**src/rtl/mgpio_pkg.sv**
```systemverilog
package mgpio_pkg;
  localparam int unsigned NUM_PINS    = 8;
  localparam int unsigned ADDR_W      = 12;
  localparam int unsigned SYNC_STAGES = 2;
  localparam logic [ADDR_W-1:0] DIR_OFFSET = 12'h400;

  typedef enum logic [1:0] {
    REGION_NONE = 2'd0,
    REGION_DATA = 2'd1,
    REGION_DIR  = 2'd2
  } region_e;
endpackage

```
**src/rtl/mgpio_sync.sv**
```systemverilog
module mgpio_sync #(
  parameter int unsigned WIDTH  = 8,
  parameter int unsigned STAGES = 2
) (
  input  logic             clk_i,
  input  logic             rst_ni,
  input  logic [WIDTH-1:0] async_i,
  output logic [WIDTH-1:0] sync_o
);
  logic [WIDTH-1:0] stage_q [STAGES];

  always_ff @(posedge clk_i or negedge rst_ni) begin
    if (!rst_ni) stage_q[0] <= '0;
    else         stage_q[0] <= async_i;
  end

  for (genvar s = 1; s < STAGES; s++) begin : g_stage
    always_ff @(posedge clk_i or negedge rst_ni) begin
      if (!rst_ni) stage_q[s] <= '0;
      else         stage_q[s] <= stage_q[s-1];
    end
  end

  assign sync_o = stage_q[STAGES-1];
endmodule

```
**src/rtl/mgpio_decode.sv**
```systemverilog
module mgpio_decode
  import mgpio_pkg::*;
#(
  parameter int unsigned PINS = NUM_PINS,
  parameter int unsigned AW   = ADDR_W,
  parameter logic [AW-1:0] DIR_ADDR = DIR_OFFSET
) (
  input  logic [AW-1:0]   addr_i,
  output region_e         region_o,
  output logic [PINS-1:0] mask_o
);
  localparam int unsigned MASK_LO = 2;
  localparam int unsigned MASK_HI = PINS + 1;

  assign mask_o = addr_i[MASK_HI:MASK_LO];

  always_comb begin
    if (addr_i[AW-1:MASK_HI+1] == '0) region_o = REGION_DATA;
    else if (addr_i == DIR_ADDR)      region_o = REGION_DIR;
    else                              region_o = REGION_NONE;
  end
endmodule

```
**src/rtl/mgpio_store.sv**
```systemverilog
module mgpio_store #(
  parameter int unsigned PINS = 8
) (
  input  logic            clk_i,
  input  logic            rst_ni,
  input  logic            dir_we_i,
  input  logic            data_we_i,
  input  logic [PINS-1:0] mask_i,
  input  logic [PINS-1:0] wdata_i,
  output logic [PINS-1:0] dir_o,
  output logic [PINS-1:0] out_o
);
  logic [PINS-1:0] dir_q, out_q;

  always_ff @(posedge clk_i or negedge rst_ni) begin
    if (!rst_ni)       dir_q <= '0;
    else if (dir_we_i) dir_q <= wdata_i;
  end

  for (genvar k = 0; k < PINS; k++) begin : g_bit
    always_ff @(posedge clk_i or negedge rst_ni) begin
      if (!rst_ni)                     out_q[k] <= 1'b0;
      else if (data_we_i && mask_i[k]) out_q[k] <= wdata_i[k];
    end
  end

  assign dir_o = dir_q;
  assign out_o = out_q;
endmodule

```
**src/rtl/mgpio_regs.sv**
```systemverilog
module mgpio_regs
  import mgpio_pkg::*;
#(
  parameter int unsigned PINS = NUM_PINS,
  parameter int unsigned AW   = ADDR_W,
  parameter int unsigned SYNC = SYNC_STAGES
) (
  input  logic            clk_i,
  input  logic            rst_ni,
  input  logic            psel_i,
  input  logic            penable_i,
  input  logic            pwrite_i,
  input  logic [AW-1:0]   paddr_i,
  input  logic [PINS-1:0] pwdata_i,
  output logic [PINS-1:0] prdata_o,
  output logic            pready_o,
  output logic            pslverr_o,
  input  logic [PINS-1:0] gpio_in_i,
  output logic [PINS-1:0] gpio_out_o,
  output logic [PINS-1:0] gpio_oe_o
);
  region_e         region;
  logic [PINS-1:0] mask, dir, out_val, in_sync, pin_val;
  logic            wr_access;

  mgpio_decode #(.PINS(PINS), .AW(AW), .DIR_ADDR(DIR_OFFSET)) u_decode (
    .addr_i  (paddr_i),
    .region_o(region),
    .mask_o  (mask)
  );

  mgpio_sync #(.WIDTH(PINS), .STAGES(SYNC)) u_sync (
    .clk_i  (clk_i),
    .rst_ni (rst_ni),
    .async_i(gpio_in_i),
    .sync_o (in_sync)
  );

  assign wr_access = psel_i && penable_i && pwrite_i;

  mgpio_store #(.PINS(PINS)) u_store (
    .clk_i    (clk_i),
    .rst_ni   (rst_ni),
    .dir_we_i (wr_access && (region == REGION_DIR)),
    .data_we_i(wr_access && (region == REGION_DATA)),
    .mask_i   (mask),
    .wdata_i  (pwdata_i),
    .dir_o    (dir),
    .out_o    (out_val)
  );

  // output pins read back their driven level, input pins their synchronized level
  assign pin_val = (dir & out_val) | (~dir & in_sync);

  always_comb begin
    prdata_o = '0;
    if (psel_i && !pwrite_i) begin
      unique case (region)
        REGION_DATA: prdata_o = pin_val & mask;
        REGION_DIR:  prdata_o = dir;
        default:     prdata_o = '0;
      endcase
    end
  end

  assign pready_o   = 1'b1;
  assign pslverr_o  = 1'b0;
  assign gpio_out_o = out_val;
  assign gpio_oe_o  = dir;
endmodule

```
**config.mk**
```make
export PLATFORM = sky130hd
export DESIGN_NAME = mgpio_regs
export DESIGN_NICKNAME = d
export VERILOG_FILES = /design/src/rtl/mgpio_pkg.sv /design/src/rtl/mgpio_sync.sv /design/src/rtl/mgpio_decode.sv /design/src/rtl/mgpio_store.sv /design/src/rtl/mgpio_regs.sv
export SDC_FILE = /design/constraint.sdc
export NUM_CORES = 1
export LEC_CHECK = 0
export ABC_AREA = 0
export BUFFER_PORTS_ARGS = -buffer_cell sky130_fd_sc_hd__buf_4
export CAP_MARGIN = 5
export CORE_MARGIN = 2
export CORE_UTILIZATION = 34
export CTS_CLUSTER_SIZE = 30
export DETAILED_ROUTE_END_ITERATION = 8
export SLEW_MARGIN = 20
export SYNTH_ARGS = -nofsm -noshare
export SYNTH_HDL_FRONTEND = slang
export SYNTH_SLANG_ARGS = --single-unit
```
**constraint.sdc**
```tcl
create_clock -name clk_i -period 4.2 [get_ports clk_i]
set_clock_uncertainty 0.1 [all_clocks]
set_input_delay 1.26 -clock clk_i [delete_from_list [all_inputs] [get_ports clk_i]]
set_output_delay 1.26 -clock clk_i [all_outputs]
set_load 0.05 [all_outputs]
```
==> Word level (Yosys, flattened, before mapping) <==
Cells that the tools add are included.
{ "totals": {"inputBits": 33, "out_inout_bits": 26, "regBits": 32, "word_cells": 38} }
{ "classes": {"n_mux": 4, "eq_ne": 3, "reduce_logical": 15, "n_bitwise": 5} }
{ "op_table": {"columns": ["operator", "count"], "rows": [
  ["$and A8 B8 Y8", 3],
  ["$pmux W8 S2", 1],
  ["$logic_and A1 B1 Y1", 13],
  ["$eq A12 B11 Y1 const B", 1],
  ["$mux W8", 1],
  ["$not A8 Y8", 1],
  ["$or A8 B8 Y8", 1],
  ["$mux W2", 2],
  ["$eq A2 B1 Y1 const B", 1],
  ["$eq A2 B2 Y1 const B", 1],
  ["$logic_not A2 Y1", 1],
  ["$logic_not A1 Y1", 1]
]} }

==> Logic depth before layout (Yosys ltp) <==
Gate-level depths: netlist of run 1.
{ "depth": {"depth_word": 6, "depth_mapped": 5, "depth_no_buf": 3} }

==> Cells and area by module <==
From an unflattened synthesis of run 1, not the netlist that was laid out.
{ "unflattened": {"cells_unflattened": 121, "hier_area_um2": 1514.0} }
{ "modules_own_cells": {"columns": ["mod", "cells_per_inst", "area_per_inst_um2", "instances", "seq_area_each_um2"], "rows": [
  ["mgpio_store", 42, 656.9, 1, 400.4],
  ["mgpio_sync", 24, 460.4, 1, 400.4],
  ["mgpio_regs", 42, 305.3, 1, 0.0],
  ["mgpio_decode", 13, 91.3, 1, 0.0]
]} }

==> Least setup slack after synthesis of run 1 <==
Ideal clock, no wire load.
{ "synth_timing": {"path_type": "in2out", "start": "input paddr_i[10]", "end": "output prdata_o[4]", "slack_ns": -0.084, "n_path_buf": 1, "required_time_ns": 2.840, "arrival_ns": 2.924, "cell_stages": 4, "cell_sequence": "buf_4 -> nor3b_4 -> nand4_1 -> o21ai_0"} }
{ "synth_between": {"elab_chain_cells": 6, "word_cells_on_any_way": 8, "cone_classes": "3 x eq/ne; 4 x mux; 1 x reduce/logical"} }
{ "synth_rtl": {"columns": ["element", "line_no", "text"], "rows": [
  ["start: declaration", "mgpio_regs.sv:13", "input logic [AW-1:0] paddr_i,"],
  ["$eq A12 B11 Y1", "mgpio_decode.sv:19", "else if (addr_i == DIR_ADDR) region_o = REGION_DIR;"],
  ["$mux W2", "mgpio_decode.sv:19", null],
  ["$mux W2 *", "mgpio_decode.sv:18", "if (addr_i[AW-1:MASK_HI+1] == '0) region_o = REGION_DATA;"],
  ["$eq A2 B2 Y1 or $eq A2 B1 Y1 (tied branches)", "mgpio_regs.sv:58", "unique case (region)"],
  ["$pmux W8 S2 *", "mgpio_regs.sv:58", null],
  ["$mux W8 *", "mgpio_regs.sv:57", "if (psel_i && !pwrite_i) begin"],
  ["end: declaration", "mgpio_regs.sv:15", "output logic [PINS-1:0] prdata_o,"]
]} }
Every way passes the cells marked *; elsewhere a longest branch is shown, timed or not.

==> Final worst setup path of run 1 <==
{ "layout_timing": {"start": "input paddr_i[3]", "end": "output prdata_o[3]"} }
{ "layout_between": {"elab_chain_cells": 6, "word_cells_on_any_way": 7, "cone_classes": "3 x eq/ne; 4 x mux"} }
{ "layout_rtl": {"columns": ["element", "line_no"], "rows": [
  ["$eq A12 B11 Y1 *", "mgpio_decode.sv:19"],
  ["$mux W2 *", "mgpio_decode.sv:19"],
  ["$mux W2 *", "mgpio_decode.sv:18"],
  ["$eq A2 B2 Y1 or $eq A2 B1 Y1 (tied branches)", "mgpio_regs.sv:58"],
  ["$pmux W8 S2 *", "mgpio_regs.sv:58"],
  ["$mux W8 *", "mgpio_regs.sv:57"]
]} }
Marks and branches as above.

==> run metrics, run 1 <==
YS warnings=0; global route overflow=0; Synth area leader=dfrtp_1; diodes inserted=0; initial DRC count=18; post-layout net count=198; Max Slew Vio Count=0; Clock transition at path regs=0.06 ns; Post-Route Setup TNS=0 ns; Routed WL=~3300 um; DRC viols=0; area grow syn2layout=41.1%; vias=1070; Worst EP required=~2.8 ns; Final Power=0.000781 W; Max Freq=256 MHz; PortBufs=56; WHS=between 0.2 and 0.25 ns; Synth area leaders=dfrtp_1 (57%), mux2_2 (16%), nor3b_1 (4.8%); Hold Path Stages=0; Mapped Area=1410 sq um; CTS tree=done; cts repair resizes=0; Net Count, Synth=around 140; P per Cell Area=393 nW/um^2; hold buffers post-CTS=0; register area share after synthesis=0.569; DP Area=1880 sq um; total track usage=0.159; critical path arrival=2.55 ns; Worst setup SP type=input port; Post-CTS Setup Bufs=0; Final setup viols=0; Static Leak=0.913 nW; Die Area=4670 sq um; Synth cell types=17; Mapped Avg Cell Area=13.5 sq um; Worst Setup End Kind=output port; RSZ-0062 raised after global routing=no; clock buffer depth=2; Avg WL per Cell=about 15 um; Initial Utilization=0.352; Post-Synthesis Cells=104; global-route wire length before repair=5290 um; status=complete, no violations; placed insts=208; die height=approximately 68 um; Worst Setup Path Type=in2out; drt first pass iters=4; top cells by count, synth=dfrtp_1 (32), mux2_2 (20), nand4_1 (10); via-per-instance ratio=between 4 and 5; Cell Rows=23; min-delay worst type=reg2reg; count leader, synth=dfrtp_1; final cell count without fillers=216; Clk Latency, worst-skew pair=0.28 ns; I/O pin cnt=59; clock sinks=32; cell area after layout=1990 sq um; RePlAce Congestion=0.747; top cell type's share of synthesized area=0.569; Clock Root Buffer=clkbuf_8; number of global-route vias before repair=between 1000 and 1500; remaining antenna violation count after routing=0; Final period util=0.931; endpoints failing hold=0; CTS H-tree depth=2; Synth Flop Type=dfrtp_1; number of synthesized flops with an enable pin=0; Final min period=3.91 ns; core area=4000 sq um; fraction of layout cells with a size suffix above 1=0.542; post-DP HPWL=between 2000 and 2500 um; post-synthesis async set-or-reset flop share=1.00; CTS Buf Count=5; antenna violations before repair=0; Max Fanout on Critical Path=4; Yosys reg bits=32; number of max-cap violations=0; Reg2Reg Depth=1; VDD IR-drop max=0.262 mV; largest net degree at the start of global routing=33; Chip Width=68.3 um
## cells in the final DEF, fill, tap and decap left out, drive strengths merged, types with 2 or more instances in the layout
master,n
buf,58
inv,8
o21ai,4
dfrtp,32
nand3,4
nor3b,10
conb,2
clkbuf,6
o211ai,4
nand4,11
nor4,2
mux2,20
## per-stage QoR
stage                      util  worst slack, ns
after floorplan               -          -0.0840
after global placement    0.470            0.304
after detailed placement  0.470            0.285
after CTS                 0.496            0.278
after global routing      0.496            0.183
final                     0.496            0.291
## cells by family (layout without fill, tap and decap cells)
kind of cell    Yosys count  after routing  share of synthesized area
other cells               2              2                    0.00534
simple gates             30             30                      0.189
compound gates            8              8                     0.0356
mux                      20             20                      0.160
buf+inv                  12             74                     0.0409
flops                    32             32                      0.569
## per-layer routing
layer,part of all wire,global-route usage,up-vias,wire (um)
li1,-,-,496,-
met5,0,0,-,0
met2,0.50,0.263,37,1660
met3,0.056,0.0526,7,184
met1,0.42,0.189,530,1380
met4,0.021,0.0650,0,68
## path summary, 6_finish.rpt
path,start,endpoint,slack (ns)
max in group asynchronous,rst_ni,u_sync.stage_q[8]$_DFF_PN0_,2.89
hold reg to reg,u_sync.stage_q[12]$_DFF_PN0_,u_sync.sync_o[4]$_DFF_PN0_,0.25
setup reg to reg,u_store.dir_o[1]$_DFFE_PN0P_,u_store.dir_o[1]$_DFFE_PN0P_,3.30
min in group asynchronous,rst_ni,u_sync.stage_q[12]$_DFF_PN0_,0.80
hold / removal,u_sync.stage_q[12]$_DFF_PN0_,u_sync.sync_o[4]$_DFF_PN0_,0.25
setup / recovery,paddr_i[3],prdata_o[3],0.29
## worst max-delay path: stages
cell	delay [ns]
buf_4	0.13
nor4_4	0.38
nand4_1	0.29
o211ai_1	0.25
buf_4	0.23
## state kept, by name, summed over array words and instances (netlist names)
name and count:
u_store.out_o 8, u_sync.sync_o 8, u_sync.stage_q 8, u_store.dir_o 8
## final cells by class
type	count	area, sq um
clock buffer	6	72.6
clock inverter	2	35.0
sequential	32	801
tap	50	62.6
timing repair buffer	58	435
fill	362	2010
inverter	8	30.0
multi-input combinational	60	549
## power by group
part | leakage (nW) | switching (W) | internal, W | total [W]
clock | 0.0552 | 0.000109 | 0.000176 | 0.000284
combinational | 0.457 | 0.0000940 | 0.0000570 | 0.000151
sequential | 0.401 | 0.0000140 | 0.000331 | 0.000345
total | 0.913 | 0.000217 | 0.000564 | 0.000781
Note: power is estimated with default switching activity, not from simulation.
==> inputs of run 2 (changes only) <==
CELL_PAD_IN_SITES_DETAIL_PLACEMENT = 1   (was unset)
CELL_PAD_IN_SITES_GLOBAL_PLACEMENT = 1   (was unset)
CORE_ASPECT_RATIO = 1.1   (was unset)
PLACE_DENSITY_LB_ADDON = 0.1   (was unset)
==> run 2 against run 1 <==
Compared with the run above:
- core utilization is 0.076 points higher
- worst hold slack improved by 0.0021 ns
- clock power fell by 17%
- combinational power hardly changed
- die area barely moved
- worst setup slack got worse by 0.046 ns
- flip-flop and latch count unchanged
- critical path depth did not move
- clock-buffer cell count rose by 2
- highest routed layer unchanged
- non-clock buffer count unchanged
- first-iteration DRC count increased by 5.6%
==> run metrics, run 2 (synthesis results as in run 1) <==
status=complete, no violations; most frequent CP cell=buf_4; clock buffer depth=2 (unchanged); DP Worst Slack=0.244 ns (-0.0409 ns); Logic pwr share=0.207 (+0.013); slowest cell on the critical path=nor4_4; switching part of the total power=0.287 (+0.0100); Hold Path Stages=0 (unchanged); RePlAce Congestion=0.676 (-9.5%); CTS tree=done; uppermost layer routed=met4; Final period util=0.942 (+0.0110); Worst Setup Path Type=in2out; Cell Rows=24 (+4.3%); commonest non-fill, non-tap cell in the layout=buf_4; Clock transition at path regs=0.06 ns (about the same); Final setup viols=0 (unchanged); vias=1067 (-0.28%); area grow syn2layout=40.0%; slack of the worst reg-to-reg path=3.30 ns (about the same); Max Fanout on Critical Path=4 (unchanged); number of global-route vias before repair=1181 (+5.0%); Post-CTS Setup Bufs=0 (unchanged); number of max-cap violations=0 (unchanged); most frequent cells in the layout=buf_4 (58), dfrtp_1 (32), mux2_2 (20); Seq pwr share=0.472 (+0.030); CTS Buf Count=5 (unchanged); VDD IR-drop max=0.247 mV (-5.8%); clock sinks=32 (unchanged); met2 wire len=1930 um (+17%); I/O pin cnt=59 (unchanged); drt first pass iters=4 (unchanged); post-route setup slack=0.245 ns (-0.0462 ns); Worst EP required=2.84 ns (about the same); CTS H-tree depth=2 (unchanged); fraction of layout cells with a size suffix above 1=0.536 (-0.00602); filler cell count=436 (+20%); DRC viols=0 (unchanged); worst flop-to-flop path startpoint=u_store.dir_o[4]$_DFFE_PN0P_; Final min period=3.96 ns (+0.0462 ns); PortBufs=56 (unchanged); total track usage=0.170 (+0.0107); antenna violations before repair=0 (unchanged); Routed WL=3510 um (+6.6%); metal3 WL=216 um (+17%); sw power=0.000210 W (-2.8%); Static Leak=0.903 nW (-1.1%); Clock Root Buffer=clkbuf_8; largest net degree at the start of global routing=33 (unchanged); initial DRC count=19 (+1); Reg2Reg Depth=1 (unchanged); RSZ-0062 raised after global routing=no; remaining antenna violation count after routing=0 (unchanged); Max Freq=253 MHz (-1.2%); cell chain of the critical path=buf_4, nor4_4, nand4_1, o211ai_1, buf_4; Hold Path End=u_sync.sync_o[2]$_DFF_PN0_; core area=3960 sq um (-0.91%); met1 WL=1340 um (-3.3%); Chip Width=65.4 um (-4.4%); FF-to-FF End=u_store.dir_o[4]$_DFFE_PN0P_; Int Pwr=0.000522 W (-7.5%); hold path start=u_sync.stage_q[10]$_DFF_PN0_; Bufs and invs on worst path=2 (unchanged); final core occ=0.497 (+0.000756); P per Cell Area=372 nW/um^2 (-5.5%); Worst Setup End Kind=output port; critical path arrival=2.60 ns (+0.05 ns); post-DP HPWL=2760 um (+13%); CP max stage delay=0.38 ns (about the same); Initial Utilization=0.355 (+0.00322); post-layout net count=198 (unchanged); via-per-instance ratio=4.89 (-1.2%); hold buffers post-CTS=0 (unchanged); Clk Latency, worst-skew pair=0.27 ns (about the same); Avg WL per Cell=16.1 um (+5.6%); Max Slew Vio Count=0 (unchanged); die height=71.5 um (+4.6%); global route overflow=0 (unchanged); Clk pwr share=0.321 (-0.043); diodes inserted=0 (unchanged); endpoints failing hold=0 (unchanged); Largest delay share family, worst path=simple AND/OR/NAND/NOR gates; min-delay worst type=reg2reg; cts repair resizes=0 (unchanged); global-route wire length before repair=5850 um (+11%); Die Area=4670 sq um (about the same); Worst setup SP type=input port
==> run 2: changes by cell type in the layout (fill, tap and decap cells not counted) <==
| cell | before | now |
|---|---|---|
| clkinv_2 | 1 | 0 |
| bufinv_16 | 1 | 0 |
| clkbuf_8 | 5 | 6 |
| clkbuf_1 | 1 | 2 |
==> run 2: per-layer routing <==
layer	track usage	up-vias
li1	-	501
met1	0.188	531
met2	0.299	33
met3	0.0612	2
met4	0.0579	0
met5	0	-
==> run 2: stage by stage <==
step                std cells  hold WS (ns)  TNS, ns  power [W]  area [sq um]
finish                    218         0.250        0   0.000732          1970
CTS                       218         0.254        0   0.000748          1970
detailed placement        210         0.241        0   0.000506          1880
floorplan                 104         0.231   -0.336   0.000434          1410
global route              218         0.267        0   0.000771          1970
global placement          210         0.233        0   0.000500          1880
==> run 2: area by class of cell <==
cell class                 instances  area, sq um  area share
tap                               52         65.1      0.0330
multi-input combinational         60          549       0.279
clock buffer                       8         90.1      0.0457
timing repair buffer              58          435       0.221
sequential                        32          801       0.406
inverter                           8         30.0      0.0152
==> run 2: worst max path at each step <==
stage                     cells after the start     endpoint        start  slack [ns]
after floorplan                               4  prdata_o[4]  paddr_i[10]       -0.08
after global placement                        5  prdata_o[3]   paddr_i[3]        0.25
after detailed placement                      5  prdata_o[3]   paddr_i[3]        0.24
after CTS                                     5  prdata_o[3]   paddr_i[3]        0.22
after global routing                          5  prdata_o[3]   paddr_i[3]        0.06
final                                         5  prdata_o[3]   paddr_i[3]        0.24
==> run 2: power by group through the flow <==
stage,registers (W),logic (W),clock network [W]
2_1_floorplan,0.000402,0.0000328,0
3_3_place_gp,0.000349,0.000151,0
3_5_place_dp,0.000352,0.000154,0
4_1_cts,0.000346,0.000154,0.000248
5_1_grt,0.000349,0.000161,0.000262
6_report,0.000345,0.000152,0.000235
